File: config.mk
export PLATFORM = sky130hd
export DESIGN_NAME = shift_fifo
export DESIGN_NICKNAME = d
export VERILOG_FILES = /design/src/rtl/shift_fifo_pkg.sv /design/src/rtl/sif_sync.sv /design/src/rtl/sif_ram.sv /design/src/rtl/sif_wr_ctrl.sv /design/src/rtl/sif_rd_ctrl.sv /design/src/rtl/shift_fifo.sv
export SDC_FILE = /design/constraint.sdc
export NUM_CORES = 1
export LEC_CHECK = 0
export BUFFER_PORTS_ARGS = -buffer_cell sky130_fd_sc_hd__buf_2
export CORE_UTILIZATION = 55
export CTS_CLUSTER_DIAMETER = 100
export DETAILED_ROUTE_END_ITERATION = 10
export GPL_TIMING_DRIVEN = 0
export PLACE_DENSITY = 0.83
export SYNTH_ARGS = -nofsm -noshare
export SYNTH_HDL_FRONTEND = slang
export SYNTH_HIERARCHICAL = 1
export SYNTH_SLANG_ARGS = --single-unit
File: constraint.sdc
create_clock -name clk -period 8.9 [get_ports clk]
set_clock_uncertainty 0.1 [all_clocks]
set_input_delay 0.89 -clock clk [delete_from_list [all_inputs] [get_ports clk]]
set_output_delay 0.89 -clock clk [all_outputs]
set_load 0.1 [all_outputs]
File: src/rtl/shift_fifo_pkg.sv
package shift_fifo_pkg;

    typedef enum logic [1:0] {
        W_READY = 2'd0,
        W_HELD  = 2'd1,
        W_FULL  = 2'd2,
        W_PULSE = 2'd3
    } wr_state_t;

    typedef enum logic [1:0] {
        R_EMPTY = 2'd0,
        R_VALID = 2'd1,
        R_TAKEN = 2'd2,
        R_PULSE = 2'd3
    } rd_state_t;

endpackage

File: src/rtl/sif_sync.sv
module sif_sync #(
    parameter int STAGES = 2
) (
    input  logic clk,
    input  logic rst,
    input  logic d,
    output logic q
);
    logic [STAGES-1:0] chain;

    always_ff @(posedge clk or posedge rst) begin
        if (rst) begin
            chain <= '0;
        end else begin
            chain <= {chain[STAGES-2:0], d};
        end
    end

    assign q = chain[STAGES-1];
endmodule

File: src/rtl/sif_ram.sv
module sif_ram #(
    parameter int DATA_W = 9,
    parameter int ADDR_W = 6
) (
    input  logic              clk,
    input  logic              we,
    input  logic [ADDR_W-1:0] waddr,
    input  logic [DATA_W-1:0] wdata,
    input  logic [ADDR_W-1:0] raddr,
    output logic [DATA_W-1:0] rdata
);
    localparam int DEPTH = 1 << ADDR_W;

    logic [DATA_W-1:0] store [DEPTH];

    always_ff @(posedge clk) begin
        if (we) begin
            store[waddr] <= wdata;
        end
    end

    assign rdata = store[raddr];
endmodule

File: src/rtl/sif_wr_ctrl.sv
module sif_wr_ctrl
    import shift_fifo_pkg::*;
(
    input  logic clk,
    input  logic rst,
    input  logic si_lvl,
    input  logic full,
    input  logic fills_up,
    output logic in_rdy,
    output logic wr_en,
    output logic wr_commit
);
    wr_state_t state_q, state_d;

    always_ff @(posedge clk or posedge rst) begin
        if (rst) begin
            state_q <= W_READY;
        end else begin
            state_q <= state_d;
        end
    end

    always_comb begin
        state_d = state_q;
        unique case (state_q)
            W_READY: if (si_lvl)  state_d = W_HELD;
            W_HELD:  if (!si_lvl) state_d = fills_up ? W_FULL : W_READY;
            W_FULL:  if (!full)   state_d = si_lvl ? W_PULSE : W_READY;
            W_PULSE: state_d = W_HELD;
            default: state_d = W_READY;
        endcase
    end

    always_comb begin
        in_rdy    = (state_q == W_READY) || (state_q == W_PULSE);
        wr_en     = ((state_q == W_READY) && si_lvl) || (state_q == W_PULSE);
        wr_commit = (state_q == W_HELD) && !si_lvl;
    end

    // a ready cycle that meets a high strobe is followed by ready low
    p_ir_drop_r3: assert property (@(posedge clk) disable iff (rst)
        (in_rdy && si_lvl) |=> !in_rdy);

    // no readiness while every slot is used
    p_full_ir_r4: assert property (@(posedge clk) disable iff (rst)
        full |-> !in_rdy);
endmodule

File: src/rtl/sif_rd_ctrl.sv
module sif_rd_ctrl
    import shift_fifo_pkg::*;
#(
    parameter int DATA_W = 9
) (
    input  logic              clk,
    input  logic              rst,
    input  logic              so_lvl,
    input  logic              have_data,
    input  logic [DATA_W-1:0] head,
    output logic              out_rdy,
    output logic [DATA_W-1:0] dout,
    output logic              rd_remove
);
    rd_state_t state_q, state_d;
    logic      load;

    always_ff @(posedge clk or posedge rst) begin
        if (rst) begin
            state_q <= R_EMPTY;
        end else begin
            state_q <= state_d;
        end
    end

    always_comb begin
        state_d = state_q;
        unique case (state_q)
            R_EMPTY: if (have_data) state_d = so_lvl ? R_PULSE : R_VALID;
            R_VALID: if (so_lvl)    state_d = R_TAKEN;
            R_TAKEN: if (!so_lvl)   state_d = R_EMPTY;
            R_PULSE: state_d = R_TAKEN;
            default: state_d = R_EMPTY;
        endcase
    end

    always_comb begin
        out_rdy   = (state_q == R_VALID) || (state_q == R_PULSE);
        load      = (state_q == R_EMPTY) && have_data;
        rd_remove = (state_q == R_TAKEN) && !so_lvl;
    end

    always_ff @(posedge clk or posedge rst) begin
        if (rst) begin
            dout <= '0;
        end else if (load) begin
            dout <= head;
        end
    end

    // a presented word met by a high strobe drops ready next cycle
    p_or_drop_r5: assert property (@(posedge clk) disable iff (rst)
        (out_rdy && so_lvl) |=> !out_rdy);

    // the output word only changes together with a new presentation
    p_dout_hold_r6: assert property (@(posedge clk) disable iff (rst)
        !out_rdy |=> (out_rdy || $stable(dout)));

    // nothing is shown when nothing is stored
    p_empty_or_r6: assert property (@(posedge clk) disable iff (rst)
        !have_data |-> !out_rdy);
endmodule

File: src/rtl/shift_fifo.sv
module shift_fifo #(
    parameter int DATA_W      = 9,
    parameter int ADDR_W      = 6,
    parameter int SYNC_STAGES = 2,
    parameter int EDGE_MARGIN = 8
) (
    input  logic              clk,
    input  logic              mrst,
    input  logic              shift_in,
    input  logic [DATA_W-1:0] din,
    input  logic              shift_out,
    output logic [DATA_W-1:0] dout,
    output logic              in_ready,
    output logic              out_ready,
    output logic              half_full,
    output logic              near_limit
);
    localparam int DEPTH = 1 << ADDR_W;
    localparam int PTR_W = ADDR_W + 1;
    localparam int HALF  = DEPTH / 2;
    localparam logic [PTR_W-1:0] DEPTH_C = PTR_W'(DEPTH);
    localparam logic [PTR_W-1:0] HALF_C  = PTR_W'(HALF);
    localparam logic [PTR_W-1:0] LOW_C   = PTR_W'(EDGE_MARGIN);
    localparam logic [PTR_W-1:0] HIGH_C  = PTR_W'(DEPTH - EDGE_MARGIN);

    logic             si_lvl, so_lvl;
    logic [PTR_W-1:0] wptr, rptr, count, count_after;
    logic             full, fills_up;
    logic             wr_en, wr_commit, rd_remove;
    logic [DATA_W-1:0] head;

    sif_sync #(.STAGES(SYNC_STAGES)) u_si_sync (
        .clk(clk), .rst(mrst), .d(shift_in), .q(si_lvl)
    );

    sif_sync #(.STAGES(SYNC_STAGES)) u_so_sync (
        .clk(clk), .rst(mrst), .d(shift_out), .q(so_lvl)
    );

    sif_ram #(.DATA_W(DATA_W), .ADDR_W(ADDR_W)) u_ram (
        .clk   (clk),
        .we    (wr_en),
        .waddr (wptr[ADDR_W-1:0]),
        .wdata (din),
        .raddr (rptr[ADDR_W-1:0]),
        .rdata (head)
    );

    always_ff @(posedge clk or posedge mrst) begin
        if (mrst) begin
            wptr <= '0;
            rptr <= '0;
        end else begin
            if (wr_commit) wptr <= wptr + PTR_W'(1);
            if (rd_remove) rptr <= rptr + PTR_W'(1);
        end
    end

    always_comb begin
        count       = wptr - rptr;
        full        = (count == DEPTH_C);
        count_after = count + PTR_W'(1) - PTR_W'(rd_remove);
        fills_up    = (count_after == DEPTH_C);
        half_full   = (count >= HALF_C);
        near_limit  = (count <= LOW_C) || (count >= HIGH_C);
    end

    sif_wr_ctrl u_wr (
        .clk       (clk),
        .rst       (mrst),
        .si_lvl    (si_lvl),
        .full      (full),
        .fills_up  (fills_up),
        .in_rdy    (in_ready),
        .wr_en     (wr_en),
        .wr_commit (wr_commit)
    );

    sif_rd_ctrl #(.DATA_W(DATA_W)) u_rd (
        .clk       (clk),
        .rst       (mrst),
        .so_lvl    (so_lvl),
        .have_data (count != '0),
        .head      (head),
        .out_rdy   (out_ready),
        .dout      (dout),
        .rd_remove (rd_remove)
    );

    // occupancy bounded by the depth
    p_no_overflow_r4: assert property (@(posedge clk) disable iff (mrst)
        count <= DEPTH_C);

    // a removal never happens on an empty store
    p_no_underflow_r6: assert property (@(posedge clk) disable iff (mrst)
        rd_remove |-> (count != '0));
endmodule

==> run summary, run 1 <==
The run finished with clean final reports. The logs give 0.564 for the starting utilization of the core area and 2 for the maximum level of the CTS H-tree. Subtracting the final worst setup slack from the clock period gives 4.80 ns. The root buffer cell was clkbuf_16.

The number of core rows is 76, and the largest incremental delay on the critical path is 0.53 ns. The sequential-to-total area share from yosys stat is 0.738, and the total of flip-flops plus latches after synthesis is 607. Share of flip-flops with an asynchronous set or reset: 0.0511. The worst slack at placement was 4.75 ns. The floorplan step defined a die boundary enclosing 45,400 µm².

The total DRC errors in the routed layout was 0. The fraction of layout cells with a size suffix above 1 came out at 0.232. Across all layers, the routed design uses 12,892 vias. The total number of nets in the final design was 1,332. The worst setup path is launched from a flip-flop. The setup-violating endpoint count in the final report was 0; the number of cells on the worst reg-to-reg path was 18. The via count of the first global-routing pass was 12,785; the area of the core region was 43,500 µm². Counting every instance in the synthesized netlist gives 1,212.

The tools report the quantity of hold-fixing buffers added after cts as 0. The area growth from synthesis to layout is 10.8%. The path type of the worst min-delay path was in2async.

By startpoint and endpoint, the worst setup path is classified as reg2out. The first detailed-routing pass ran for 7 iterations. Of all nets on the critical path, the largest fanout is 11. The number of antenna violations at the first check in global routing is 1, and the critical path arrival is 3.81 ns. Walking the worst path, the cells encountered are inv_1 -> ha_1 -> inv_1 -> fa_1 -> a211o_2 -> a21oi_2 -> o21bai_1 -> xnor2_2 -> ha_1 -> a32oi_1 -> nand2_1 -> buf_2. Once detail routing completed, the nets flagged for antenna violations numbered 0.

Counting the fill cells in the layout gives 2,828. The count of buffers added on input and output ports is 25. In this run the horizontal extent of the chip is 213 µm. Setup repair after global routing left no endpoint under its margin.

The sink count of the clock tree came out at 607. Leading cell type in the layout, fill and taps excluded: edfxtp_1. The later pin in the worst-skew pair is clocked with a latency of 0.64 ns.

The run gives 24,500 µm² as the total standard cell area after synthesis. The average cell area after synthesis is 20.2 µm². The tool flagged a number of max-cap violations equal to 0. The relative slew slack is 0.0949, and the total length of routed wires is 57.7 mm. The distinct cell type count of the synthesized netlist was 70. For this run, the top clock speed supported by timing is 208 MHz.

The number of enable flip-flop cells after synthesis is 576. The core utilization of the finished layout was 0.624. Worst IR drop on VDD: 0.000543 V. The most used flip-flop cell after synthesis is edfxtp_1.

The library cells used most frequently in the layout, excluding fill and tap cells, are edfxtp_1, mux4_2, nor2_1. Dividing the detail-routed wire length by the instance count gives 29.9 µm. The number of failing hold endpoints at the final stage came out at 0.

The logs give 1,830 for the violation count after the first detailed-routing iteration and 1,247 for the post-synthesis net count. Buffers added to address setup during post-CTS repair amount to 0. After clock tree synthesis, the clock-pin slew on the worst setup and hold paths is 0.06 ns.

The cell with the largest stage delay on the worst path was dfrtp_1. For the total power of the final layout, the log shows 8.96 mW. The via-per-instance ratio is 6.68, and the floorplan die height is 213 µm. The total CTS buffers came out at 58. TritonCTS built the clock tree. Antenna diode instance count: 0. Global routing finished with a remaining overflow of 0.

Summed over all cells, the static leakage comes to 8.71 nW. The wire length of the first global-routing pass came out at 84.2 mm. Endpoint class of the critical path: an output port. The total number of yosys warnings is 6. The post-route clock period utilization works out to 0.539. Adding up every negative setup slack in the final design gives 0 ns. For this design the ratio of total power to cell area is 330 nW/µm².

The worst path required time was 7.91 ns. For the max-slew violation total from the final report, the log shows 0. The logs give 65 for the maximum number of pins on one net before global-route repair and 26 for the number of placed I/O pins. In the post-route analysis, the smallest setup slack over all paths is 4.10 ns. The run gives 3 as the maximum count of clock buffers along a single path.

The overall fraction of global-route tracks in use was 0.263. At the end of routability-driven placement, the weighted congestion stood at 0.911. The HPWL reported at the end of detailed placement is 34.8 mm, and the slew at the pin closest to its max-slew limit is 1.35 ns. Gates resized during post-CTS repair numbered 0.
[layer usage]
layer,GRT usage,part of all wire,up-vias
met5,0,0.00023,-
met4,0.106,0.040,2
met3,0.0615,0.11,165
met2,0.416,0.48,905
met1,0.356,0.37,6681
li1,-,-,5139
[cell usage after synthesis (all sizes together), types with 17 or more instances]
master | instances | area (µm²)
dfrtp | 31 | 776
nor2 | 78 | 293
mux2i | 24 | 240
ha | 21 | 263
buf | 33 | 254
inv | 25 | 93.8
mux4 | 151 | 3430
edfxtp | 576 | 17300
nand2 | 33 | 126
a22oi | 17 | 128
nor2b | 17 | 106
nand3 | 19 | 95.1
clkbuf | 25 | 104
[path summary, 6_finish.rpt]
path                            slack, ns               start                 end
max in group asynchronous            8.08                mrst             wptr[4]
worst min register to register       0.25  u_si_sync/chain[0]  u_si_sync/chain[1]
worst max-delay path                 4.10             wptr[0]          near_limit
min in group clk                     0.25  u_si_sync/chain[0]  u_si_sync/chain[1]
worst max register to register       4.94             wptr[0]     u_wr/state_q[1]
worst min-delay path                 0.05                mrst     u_wr/state_q[1]
[layout make-up]
cell class / instances / area, µm² / area share
multi-input combinational: 522 / 5970 / 0.220
buffer: 58 / 358 / 0.0132
inverter: 25 / 93.8 / 0.00346
timing repair buffer: 25 / 125 / 0.00461
tap: 585 / 732 / 0.0270
sequential: 607 / 18100 / 0.666
clock buffer: 69 / 1510 / 0.0558
clock inverter: 38 / 258 / 0.00950
[flip-flops by register name (all words and copies together), names as in the netlist]
| name | flops |
|---|---|
| u_wr/state_q | 2 |
| wptr | 7 |
| u_si_sync/chain | 2 |
| u_so_sync/chain | 2 |
| u_rd/state_q | 2 |
| rptr | 7 |
| u_ram/store | 576 |
| u_rd/dout | 9 |
[worst max-delay path: cells and delay by family, from the launching register on]
family / cells / cell delay [ns]
simple gates: 1 / 0.11
xor+xnor: 1 / 0.33
compound gates: 4 / 0.73
buf+inv: 3 / 0.61
fa+ha+maj: 3 / 0.88
flops: 1 / 0.53
[report_power, final]
group / internal, mW / switching [mW]
logic: 1.27 / 2.05
clock network: 1.27 / 1.05
registers: 3.23 / 0.0915
total: 5.77 / 3.19
[kinds of logic after synthesis]
group                      after synthesis  synth area share
adders and majority gates               22            0.0115
xor gates and xnor gates                20           0.00822
buffers and inverters                   83            0.0184
muxes                                  189             0.156
DFF                                    607             0.738
AOI/OAI and AO/OA                       94            0.0277
and+or+nand+nor                        197            0.0399
[through the flow]
stage	cell area (µm²)	hold slack, ns	cells
after detailed placement	25400	0.239	1822
final	27100	0.0518	1929
after floorplan	24500	0.231	1212
after CTS	27100	0.0326	1929
after global placement	25400	0.245	1822
after global routing	27100	0.0483	1929
No activity file was read; power rests on OpenSTA's default activity.
==> run 2: changes to the inputs <==
- clock period: 8.9 -> 4.7 ns (I/O delays scaled with it)
==> run summary, run 2 (synthesis gave the netlist of run 1 again) <==
The tools report the HPWL reported at the end of detailed placement as 34.8 mm. The first TritonRoute pass finished after 7 iterations. The via count of the first global-routing pass was 12,800; the number of antenna violations at the first check in global routing was 1. In this run the deepest clock path goes through 3 buffers.

In the layout the commonest cells are edfxtp_1, mux4_2, nor2_1. Summed over all nets, the switching power comes to 6.05 mW. Entering global routing, the biggest net connects 65 pins. The root buffer cell was clkbuf_16.

The die is 213 µm wide. The number of placed I/O pins came out at 26. The tools report the max-slew violation total from the final report as 0. Compared with the post-synthesis result, the final layout area differs by 10.9%. After detailed routing, the average wire length per cell comes to 29.9 µm. The fraction of layout cells with a size suffix above 1 was 0.232; the global placer's final weighted congestion was 0.911. The flow ran to the end, and the final reports show no timing, DRC or antenna violations.

Setup total negative slack on the finished layout was measured at 0 ns. For this block, the via count after detailed routing is 12,869. Along the worst path, the maximum fanout reaches 11.

The run gives 0.263 as the overall fraction of global-route tracks in use. TritonCTS built the clock tree. For the finished layout, the period the worst path requires is 4.40 ns. For the maximum level of the CTS H-tree, the log shows 2.

For the worst IR drop on VDD, the log shows 0.00115 V. Buffers placed on the I/O ports in this run total 25. In the final layout, the registers with the most flip-flops are u_ram/store: 576 flops, u_rd/dout: 9 flops. The setup path with the least slack is of type reg2out. In this run the standard cell core region covers 43,500 µm². The clock network fraction of total power is 0.259. The total of cells resized after clock tree synthesis was 0.

The post-CTS clock slew at the launch and capture registers of the worst setup and hold paths is 0.06 ns, and the fraction of power spent switching nets is 0.356. The worst hold path belongs to the class in2async. CTS saw 607 sinks. The floorplan die height was 213 µm.

The worst setup path is captured at an output port. The antenna diode instance count was 0. For the starting utilization of the core area, the log shows 0.564. The logs give 3.83 ns for the critical path arrival and 3 for the quantity of hold-fixing buffers added after cts.

Leading cell type in the layout, fill and taps excluded: edfxtp_1. Setup repair after global routing left no endpoint under its margin. The overflow left after global routing is 0. For this run, the post-layout net count is 1,335. Counting the fill cells in the layout gives 2,823. The first global-routing pass estimated 84.2 mm of wire. The tools report the start point of the critical path as wptr[0]. The die covers 45,400 µm². The combinational cell fraction of total power is 0.371. The worst setup path is launched from a flip-flop.

The tool flagged a number of max-cap violations equal to 0. For the number of failing hold endpoints at the final stage, the log shows 0. The most flop-heavy register is u_ram/store.

The leakage power summed over all cells was 8.72 nW; the number of flip-flops in the largest register was 576. The number of setup buffers added after CTS is 0. The total length of routed wires was 57.7 mm; the via-per-instance ratio was 6.66. The run gives 0.625 as the core utilization of the finished layout.

Setup violations remaining at the end of the flow were counted as 0. The number of cells on the worst reg-to-reg path is 9. The latest clock arrival within the worst-skew pair was 0.64 ns. The logs give 0 for the count of antenna-violating nets left after detailed routing and 0.0990 for the relative slew slack. The register share of total power came out at 0.370.

Power comes to 17.0 mW. Power spread over the standard cell area amounts to 625 nW/µm². In this run, the number of DRC markers left after iteration 0 of detailed routing was 1,956. The slew at the pin closest to its max-slew limit came out at 1.34 ns.

The worst path required time is 4.13 ns. The initialized floorplan defines 76 standard-cell rows. Clock tree synthesis inserted a total of 58 buffers. The startpoint of the lowest-slack register-to-register path was rptr[2]. In the routed design, unresolved DRC markers number 0.

The tools report the highest attainable clock frequency as 227 MHz. Cell internal power was estimated by the tool at 10.9 mW. The post-route clock period utilization was 0.936.
==> run 2: final timing paths <==
path	end	slack (ns)
setup / recovery	near_limit	0.30
hold / removal	u_wr/state_q[1]	0.18
setup reg to reg	u_rd/dout[3]	0.70
hold reg to reg	u_si_sync/chain[1]	0.25
max in group asynchronous	rptr[0]	3.76
min in group clk	u_si_sync/chain[1]	0.25
==> run 2: power by group through the flow <==
| stage | clock, mW | sequential [mW] | combinational (mW) |
|---|---|---|---|
| global placement | 0 | 6.38 | 5.96 |
| finish | 4.40 | 6.29 | 6.29 |
| floorplan | 0 | 6.62 | 4.21 |
| global route | 4.64 | 6.30 | 6.60 |
| CTS | 4.45 | 6.28 | 6.21 |
| detailed placement | 0 | 6.39 | 6.13 |
==> run 2: cell type report <==
class,instances,area (µm²),area share
flip-flops and latches,607,18100,0.665
multi-input cells,522,5970,0.220
clock buffers,69,1510,0.0557
well taps,585,732,0.0270
plain buffers,58,358,0.0132
clock inverters,38,258,0.00949
repair buffers,28,155,0.00571
inverters,25,93.8,0.00346
==> run 2: layer usage <==
layer  GRT usage  vias up  routed length, µm
met5           0        -                 13
met4       0.106        2               2220
met3      0.0615      160               6540
met2       0.417      916              27800
met1       0.356     6639              21200
li1            -     5152                  -
==> run 2: critical path, cell delays in order, from the launching register on <==
cell and delay (ns):
dfrtp_1 0.53, inv_1 0.12, ha_1 0.18, inv_1 0.06, fa_1 0.44, a211o_2 0.36
a21oi_2 0.19, o21bai_1 0.12, xnor2_2 0.33, ha_1 0.26, a32oi_1 0.06, nand2_1 0.12
buf_2 0.43
==> run 2: metrics by stage <==
step / instances / cell area (µm²) / setup WS, ns / hold slack (ns)
3_3_place_gp: 1822 / 25400 / 0.853 / 0.245
5_1_grt: 1932 / 27200 / 0.153 / 0.197
3_5_place_dp: 1822 / 25400 / 0.781 / 0.239
2_1_floorplan: 1212 / 24500 / 1.17 / 0.111
6_report: 1932 / 27200 / 0.301 / 0.179
4_1_cts: 1932 / 27200 / 0.299 / 0.161
